==> src/rtl/ripple_pkg.sv <==
package ripple_pkg;
  typedef enum logic [1:0] {
    PH_SEND = 2'd0,
    PH_COPY = 2'd1,
    PH_RECV = 2'd2
  } phase_e;
endpackage

==> src/rtl/ripple_rst_sync.sv <==
module ripple_rst_sync (
  input  logic clk,
  input  logic rst_n,
  output logic rst_sync_n
);
  logic [1:0] sync_q;

  always_ff @(posedge clk or negedge rst_n) begin
    if (!rst_n) sync_q <= 2'b00;
    else        sync_q <= {sync_q[0], 1'b1};
  end

  assign rst_sync_n = sync_q[1];
endmodule

==> src/rtl/ripple_seq.sv <==
module ripple_seq #(
  parameter int N_PLACES = 4,
  localparam int IW = (N_PLACES > 2) ? $clog2(N_PLACES) : 1
) (
  input  logic          clk,
  input  logic          rst_n,
  input  logic          out_ready,
  input  logic          in_valid,
  output logic          out_valid,
  output logic          in_ready,
  output logic          copy_go,
  output logic [IW-1:0] copy_idx,
  output logic          recv_fire
);
  import ripple_pkg::*;

  phase_e        phase_q, phase_d;
  logic [IW-1:0] idx_q, idx_d;

  always_comb begin
    phase_d = phase_q;
    idx_d   = idx_q;
    case (phase_q)
      PH_SEND: begin
        if (out_ready) begin
          phase_d = PH_COPY;
          idx_d   = IW'(N_PLACES - 1);
        end
      end
      PH_COPY: begin
        if (idx_q == IW'(1)) phase_d = PH_RECV;
        else                 idx_d   = idx_q - IW'(1);
      end
      PH_RECV: begin
        if (in_valid) phase_d = PH_SEND;
      end
      default: phase_d = PH_SEND;
    endcase
  end

  always_ff @(posedge clk or negedge rst_n) begin
    if (!rst_n) begin
      phase_q <= PH_SEND;
      idx_q   <= '0;
    end else begin
      phase_q <= phase_d;
      idx_q   <= idx_d;
    end
  end

  assign out_valid = (phase_q == PH_SEND);
  assign in_ready  = (phase_q == PH_RECV);
  assign copy_go   = (phase_q == PH_COPY);
  assign copy_idx  = idx_q;
  assign recv_fire = in_ready & in_valid;
endmodule

==> src/rtl/ripple_places.sv <==
module ripple_places #(
  parameter int N_PLACES = 4,
  parameter int DATA_W   = 8,
  localparam int IW = (N_PLACES > 2) ? $clog2(N_PLACES) : 1
) (
  input  logic              clk,
  input  logic              rst_n,
  input  logic              recv_fire,
  input  logic [DATA_W-1:0] in_data,
  input  logic              copy_go,
  input  logic [IW-1:0]     copy_idx,
  output logic [DATA_W-1:0] tail_data
);
  logic [DATA_W-1:0] place_q [N_PLACES];
  logic [DATA_W-1:0] place_d [N_PLACES];
  logic              place_en [N_PLACES];

  for (genvar k = 0; k < N_PLACES; k++) begin : g_place
    if (k == 0) begin : g_head
      always_comb begin
        place_en[k] = recv_fire;
        place_d[k]  = in_data;
      end
    end else begin : g_body
      always_comb begin
        place_en[k] = copy_go && (copy_idx == IW'(k));
        place_d[k]  = place_q[k-1];
      end
    end

    always_ff @(posedge clk or negedge rst_n) begin
      if (!rst_n)           place_q[k] <= '0;
      else if (place_en[k]) place_q[k] <= place_d[k];
    end
  end

  assign tail_data = place_q[N_PLACES-1];
endmodule

==> src/rtl/ripple_round_cnt.sv <==
module ripple_round_cnt #(
  parameter int CNT_W = 16
) (
  input  logic             clk,
  input  logic             rst_n,
  input  logic             inc,
  output logic [CNT_W-1:0] count
);
  logic [CNT_W-1:0] cnt_q, cnt_d;

  always_comb cnt_d = cnt_q + CNT_W'(1);

  always_ff @(posedge clk or negedge rst_n) begin
    if (!rst_n)   cnt_q <= '0;
    else if (inc) cnt_q <= cnt_d;
  end

  assign count = cnt_q;
endmodule

==> src/rtl/ripple_reg.sv <==
module ripple_reg #(
  parameter int N_PLACES = 4,
  parameter int DATA_W   = 8,
  parameter int CNT_W    = 16
) (
  input  logic              clk,
  input  logic              rst_n,
  input  logic              in_valid,
  output logic              in_ready,
  input  logic [DATA_W-1:0] in_data,
  output logic              out_valid,
  input  logic              out_ready,
  output logic [DATA_W-1:0] out_data,
  output logic [CNT_W-1:0]  round_cnt
);
  localparam int IW = (N_PLACES > 2) ? $clog2(N_PLACES) : 1;

  logic          rst_sync_n;
  logic          copy_go;
  logic [IW-1:0] copy_idx;
  logic          recv_fire;

  ripple_rst_sync u_rst (
    .clk        (clk),
    .rst_n      (rst_n),
    .rst_sync_n (rst_sync_n)
  );

  ripple_seq #(.N_PLACES(N_PLACES)) u_seq (
    .clk       (clk),
    .rst_n     (rst_sync_n),
    .out_ready (out_ready),
    .in_valid  (in_valid),
    .out_valid (out_valid),
    .in_ready  (in_ready),
    .copy_go   (copy_go),
    .copy_idx  (copy_idx),
    .recv_fire (recv_fire)
  );

  ripple_places #(.N_PLACES(N_PLACES), .DATA_W(DATA_W)) u_places (
    .clk       (clk),
    .rst_n     (rst_sync_n),
    .recv_fire (recv_fire),
    .in_data   (in_data),
    .copy_go   (copy_go),
    .copy_idx  (copy_idx),
    .tail_data (out_data)
  );

  ripple_round_cnt #(.CNT_W(CNT_W)) u_cnt (
    .clk   (clk),
    .rst_n (rst_sync_n),
    .inc   (recv_fire),
    .count (round_cnt)
  );
endmodule

==> config.mk <==
export PLATFORM = sky130hd
export DESIGN_NAME = ripple_reg
export DESIGN_NICKNAME = d
export VERILOG_FILES = /design/src/rtl/ripple_pkg.sv /design/src/rtl/ripple_rst_sync.sv /design/src/rtl/ripple_seq.sv /design/src/rtl/ripple_places.sv /design/src/rtl/ripple_round_cnt.sv /design/src/rtl/ripple_reg.sv
export SDC_FILE = /design/constraint.sdc
export NUM_CORES = 1
export LEC_CHECK = 0
export BUFFER_PORTS_ARGS = -buffer_cell sky130_fd_sc_hd__clkbuf_2
export CORE_UTILIZATION = 30
export CTS_BUF_LIST = sky130_fd_sc_hd__clkbuf_4 sky130_fd_sc_hd__clkbuf_8 sky130_fd_sc_hd__clkbuf_16
export DETAILED_ROUTE_END_ITERATION = 16
export PLACE_DENSITY = 0.46
export SYNTH_ARGS = -nofsm -noshare
export SYNTH_HDL_FRONTEND = slang
export SYNTH_SLANG_ARGS = --single-unit
==> constraint.sdc <==
create_clock -name clk -period 2.2 [get_ports clk]
set_input_delay 0 -clock clk [delete_from_list [all_inputs] [get_ports clk]]
set_output_delay 0 -clock clk [all_outputs]
set_load 0.02 [all_outputs]
==> flow_summary.json, run 1 <==
{
  "finalCritPeriodShare_pct": 71.50,
  "synth_ff_type": "dfrtp_1",
  "hp-class": "primary input to flop",
  "fillerInstances": 694,
  "wirelength_microns": 3960,
  "drt_iter0_drc": 43,
  "leakagePower_nw": 1.352,
  "rows": 30,
  "cts_tree": "done",
  "ys_types": 26,
  "core-area_sq_um": 6907,
  "avgViaCountPerCell": 4.361,
  "post-place-cells": 286,
  "hold_viol_final": 0,
  "worstPathCellList": "ha_1 > nand4b_1 > nor3_4 > nand4_1 > xnor2_1",
  "fin_crit_ps": 1573,
  "fin_cells": 305,
  "worst_hold_slack_ps": 47.25,
  "layout_setup_ws_ps": 627.0,
  "synth_area_sq_um": 2183,
  "start_kind": "flop",
  "htreeDepth": 2,
  "dieArea_sq_um": 7623,
  "drc_errors": 0,
  "yosysWarnings": 0,
  "die_h_microns": 87.31,
  "antenna_found_initial": 0,
  "cp_top_family": "simple AND/OR/NAND/NOR gates",
  "outcome": "complete, no violations",
  "critical_path_class": "flop to flop",
  "endpoint_kind": "flop",
  "cts_sinks": 54,
  "final_antenna_net_count": 0,
  "drive_gt1_share_pct": 42.58,
  "worst-path-buf-inv": 0,
  "synth.yosys.seq_area_share_pct": 61.89,
  "setup_viol_count_final": 0,
  "diodes": 0,
  "ctsResizeCount": 0,
  "die_w_microns": 87.31,
  "root_buffer": "clkbuf_8",
  "clk_pin_slew_ps": 90,
  "async_flop_share_pct": 100.0,
  "ir_worst_vdd_mv": 0.3600,
  "total_power_mw": 3.122,
  "worst_slew_pin_slew_ps": 562.2,
  "maxSlewHeadroom_pct": 62.52,
  "synth_seq_cells": 54,
  "critPathSlowestCell": "dfrtp_1",
  "gp_congestion": 0.7172,
  "overflow": 0,
  "regArea_sq_um": 1353,
  "grt_pass1_wl_microns": 6810,
  "cts.path.max_buffers": 2,
  "initial_core_util_pct": 31.61,
  "place_hpwl_microns": 2814,
  "fin_tns_setup_ps": 0,
  "powerDensity_nw_per_um2": 1151,
  "rsz0062_at_grt": "no",
  "synth_top_area_cell": "dfrtp_1",
  "num_vias": 1330,
  "numCtsBuffers": 5,
  "worstPathArrival_ps": 1760,
  "synth_area_leaders": "dfrtp_1, mux2_2, xnor2_1",
  "drv_slew": 0,
  "nets": 224,
  "grt_pass1_vias": 1383,
  "clk_latency_ps": 300,
  "path_max_fanout": 5,
  "synth.top_cell.area_share_pct": 61.89,
  "syn_avg_cell_area_sq_um": 14.36,
  "wl_per_cell_microns": 12.98,
  "syn_nets": 168,
  "area_delta_synth_final_pct": 24.18,
  "track_usage_pct": 11.86,
  "synth_edf_count": 0,
  "grt_max_degree": 29,
  "cap_viol_max_count": 0,
  "place_ws_ps": 645.0,
  "slowest_delay_ps": 430,
  "clock.fmax_ghz": 0.6357,
  "syn_inst": 152,
  "fin_worst_skew_ps": 6.654,
  "ios": 38,
  "multi_input_area_sq_um": 813.3,
  "crit_required_ps": 2390,
  "firstDrtPassIters": 5,
  "port_buffers": 37
}
worst paths after layout:
| check | from | endpoint | slack (ps) | depth (start not counted) |
|---|---|---|---|---|
| setup / recovery | u_cnt.count[0]$_DFFE_PN0P_ | u_cnt.count[14]$_DFFE_PN0P_ | 630 | 5 |
| hold / removal | out_ready | u_seq.phase_q[0]$_DFFE_PN0P_ | 50 | 3 |
| setup reg to reg | u_cnt.count[0]$_DFFE_PN0P_ | u_cnt.count[14]$_DFFE_PN0P_ | 630 | 5 |
| hold reg to reg | u_rst.sync_q[1]$_DFF_PN0_ | u_places.place_d[17]$_DFFE_PN0P_ | 270 | 0 |
| max in group asynchronous | u_rst.sync_q[1]$_DFF_PN0_ | u_seq.copy_idx[1]$_DFFE_PN0P_ | 1390 | 1 |
| min in group asynchronous | u_rst.sync_q[1]$_DFF_PN0_ | u_places.place_d[17]$_DFFE_PN0P_ | 270 | 0 |
sequential cells by signal (all words and copies together), names as in the netlist:
| name | count |
|---|---|
| u_cnt.count | 16 |
| u_rst.sync_q | 2 |
| u_places.place_d | 24 |
| u_seq.phase_q | 2 |
| u_seq.copy_idx | 2 |
| u_places.tail_data | 8 |
power breakdown:
group          leakage (nW)  switching, mW  internal (mW)
clock                0.0498          0.290          0.264
combinational         0.611          0.478          0.539
sequential            0.690          0.220           1.33
total                  1.35          0.988           2.13
stage by stage:
stage	cell area (sq um)	utilization, %
final	2711	39.26
after global placement	2510	36.34
after detailed placement	2510	36.34
after floorplan	2183	-
after global routing	2711	39.26
after CTS	2711	39.26
synthesized netlist by cell type (2+ instances only):
cell type  instances
mux2_2            33
inv_1              5
xor2_1             7
xnor2_1            8
nor2b_1            2
nand2_2            4
nand4_1            3
dfrtp_1           54
o21ai_0            2
nand3_1            4
and3_1             2
mux2i_1            2
nor2_1             6
ha_1               4
nand2_1            5
layout by cell type, fill, tap and decap left out, types with 5 or more instances in the layout:
cell type	netlist	final
xnor2_1	8	8
dfrtp_1	54	53
inv_1	5	5
clkbuf_2	0	37
nor2_1	6	6
mux2_2	33	33
dlygate4sd3_1	0	11
nand2_1	5	5
xor2_1	7	7
clkbuf_8	0	5
area by class of cell:
type	instances	area share [%]
timing repair buffer	49	11.63
sequential	54	49.88
multi-input combinational	93	30.00
tap	96	4.430
clock buffer	8	3.369
inverter	5	0.6922
repair_timing:
action	CTS	global route
hold buffers	11	0
buffers inserted	0	0
endpoints found under the hold margin	11	0
metal layers:
layer  vias up  global-route usage [%]  share of wire (%)
met2        34                   17.90                 45
li1        629                       -                  -
met1       661                   16.31                 49
met5         -                       0                  0
met3         6                   3.128                4.4
met4         0                   4.471                1.6
worst reg2reg max path: stages, from the launching register on:
cell and delay [ps]:
dfrtp_1 430, ha_1 170, nand4b_1 220, nor3_4 310, nand4_1 180, xnor2_1 150
cells by family (layout without fill, tap and decap cells):
logic type | after synthesis | after routing | share of synthesized area, %
buf+inv | 5 | 62 | 0.8597
flops | 54 | 54 | 61.89
other cells | 1 | 1 | 0.1718
fa+ha+maj | 4 | 4 | 2.292
mux | 35 | 35 | 17.94
xor+xnor | 15 | 15 | 6.017
simple gates | 34 | 34 | 9.685
compound gates | 4 | 4 | 1.146
No activity file was read; power rests on OpenSTA's default activity.
==> run 2, diff against run 1 <==
==> constraint.sdc (replaced) <==
create_clock -name clk -period 1.5 [get_ports clk]
set_input_delay 0 -clock clk [delete_from_list [all_inputs] [get_ports clk]]
set_output_delay 0 -clock clk [all_outputs]
set_load 0.02 [all_outputs]
==> run 2 against run 1 <==
Compared with the run above:
- sequential power grew 45%
- clock skew is essentially flat
- non-clock buffer count grew 11
- clock power grew 76%
- setup slack lost 570 ps
- via count grew 1.7%
==> flow_summary.json, run 2 (synthesized netlist as in run 1, its figures left out) <==
{
  "grt_pass1_vias": 1396,
  "track_usage_pct": 12.22,
  "firstDrtPassIters": 4,
  "endpoint_kind": "flop",
  "final_area_sq_um": 2838,
  "gp_congestion": 0.7649,
  "antenna_found_initial": 0,
  "port_buffers": 37,
  "crit_required_ps": 1730,
  "start_kind": "flop",
  "diodes": 0,
  "largest_reg_flops": 24,
  "layout_common_cells": "dfrtp_1, clkbuf_2, mux2_2",
  "numCtsBuffers": 5,
  "slowest_delay_ps": 440,
  "overflow": 0,
  "wl_per_cell_microns": 13.07,
  "num_vias": 1353,
  "fin_tns_setup_ps": 0,
  "layout_commonest_cell": "dfrtp_1",
  "powerDensity_nw_per_um2": 1729,
  "place_hpwl_microns": 2997,
  "leakagePower_nw": 1.434,
  "rows": 30,
  "grt_max_degree": 23,
  "grt_pass1_wl_microns": 6969,
  "drv_slew": 0,
  "drive_gt1_share_pct": 47.27,
  "worst-path-buf-inv": 1,
  "hp-class": "primary input to flop",
  "path_max_fanout": 3,
  "critical_path_class": "flop to flop",
  "outcome": "complete, no violations",
  "rsz0062_at_grt": "yes",
  "critPathSlowestCell": "or3_4",
  "drc_errors": 0,
  "hold_viol_final": 0,
  "finalCritPeriodShare_pct": 95.89,
  "initial_core_util_pct": 31.61,
  "die_w_microns": 87.31,
  "dieArea_sq_um": 7623,
  "area_delta_synth_final_pct": 29.97,
  "ios": 38,
  "avgViaCountPerCell": 4.282,
  "clk_latency_ps": 300,
  "worstPathCellList": "buf_4 > nand4_1 > or3_4 > nor2_1 > xor2_1",
  "final_antenna_net_count": 0,
  "setup_viol_count_final": 0,
  "ir_worst_vdd_mv": 0.7113,
  "htreeDepth": 2,
  "cts.path.max_buffers": 2,
  "die_h_microns": 87.31,
  "worst_hold_slack_ps": 28.51,
  "clk_pin_slew_ps": 100,
  "cap_viol_max_count": 0,
  "worstPathArrival_ps": 1660,
  "fin_crit_ps": 1438,
  "root_buffer": "clkbuf_8",
  "fin_worst_skew_ps": 6.345,
  "drt_iter0_drc": 34,
  "clock.fmax_ghz": 0.6952,
  "cp_top_family": "simple AND/OR/NAND/NOR gates",
  "wirelength_microns": 4131,
  "placed_cell_area_sq_um": 2555,
  "cts_sinks": 54,
  "r2r_setup_slack_ps": 60,
  "core-area_sq_um": 6907,
  "cts_tree": "done",
  "nets": 235
}
run 2: timing repair:
item                       in CTS  in global routing
setup endpoints to repair       8                 11
buffers inserted                4                  1
pin swaps                       1                  8
hold endpoints to repair       11                  0
gates resized for setup         2                  4
hold buffers                   11                  0
run 2: path summary, 6_finish.rpt:
kind,startpoint,cells after the start,to
max,u_cnt.count[1]$_DFFE_PN0P_,5,u_cnt.count[9]$_DFFE_PN0P_
min,out_ready,3,u_seq.copy_idx[0]$_DFFE_PN0P_
max reg2reg,u_cnt.count[1]$_DFFE_PN0P_,5,u_cnt.count[9]$_DFFE_PN0P_
min reg2reg,u_rst.sync_q[1]$_DFF_PN0_,0,u_places.tail_data[1]$_DFFE_PN0P_
max in group asynchronous,u_rst.sync_q[1]$_DFF_PN0_,1,u_places.place_d[13]$_DFFE_PN0P_
min in group asynchronous,u_rst.sync_q[1]$_DFF_PN0_,0,u_places.tail_data[1]$_DFFE_PN0P_
run 2: tightest hold or removal path: cells and delay by family:
family	cells	cell delay [ps]
AO/OA/AOI/OAI	2	200
buffers and inverters	1	90
run 2: through the flow:
step                      total power [mW]  setup slack [ps]  util, %  cells
after floorplan                      3.366             4.311        -    152
after global placement               3.792             13.64    36.99    292
after detailed placement             3.883            -16.82    36.99    292
after CTS                            4.961             5.243    40.71    315
after global routing                 5.245            -27.83    41.09    316
final                                4.907             61.59    41.09    316
run 2: area by class of cell:
cell class	instances	area, sq um
Clock buffer	5	68.82
Clock inverter	3	43.79
Fill cell	682	4069
Inverter	5	18.77
Multi-Input combinational cell	93	834.6
Sequential cell	54	1354
Tap cell	96	120.1
Timing Repair Buffer	60	397.9
run 2: report_power, final:
group | switching, mW | leakage, nW | internal [mW]
registers | 0.295 | 0.689 | 1.95
clock network | 0.472 | 0.0585 | 0.501
logic | 0.795 | 0.687 | 0.891
run 2: routing by layer:
layer  global-route usage [%]  vias to the layer above  part of all wire, %
li1                         -                      653                    -
met5                        0                        -                    0
met4                    4.024                        0                  1.4
met2                    19.46                       21                   47
met3                    3.223                        6                  3.4
met1                    16.17                      673                   48
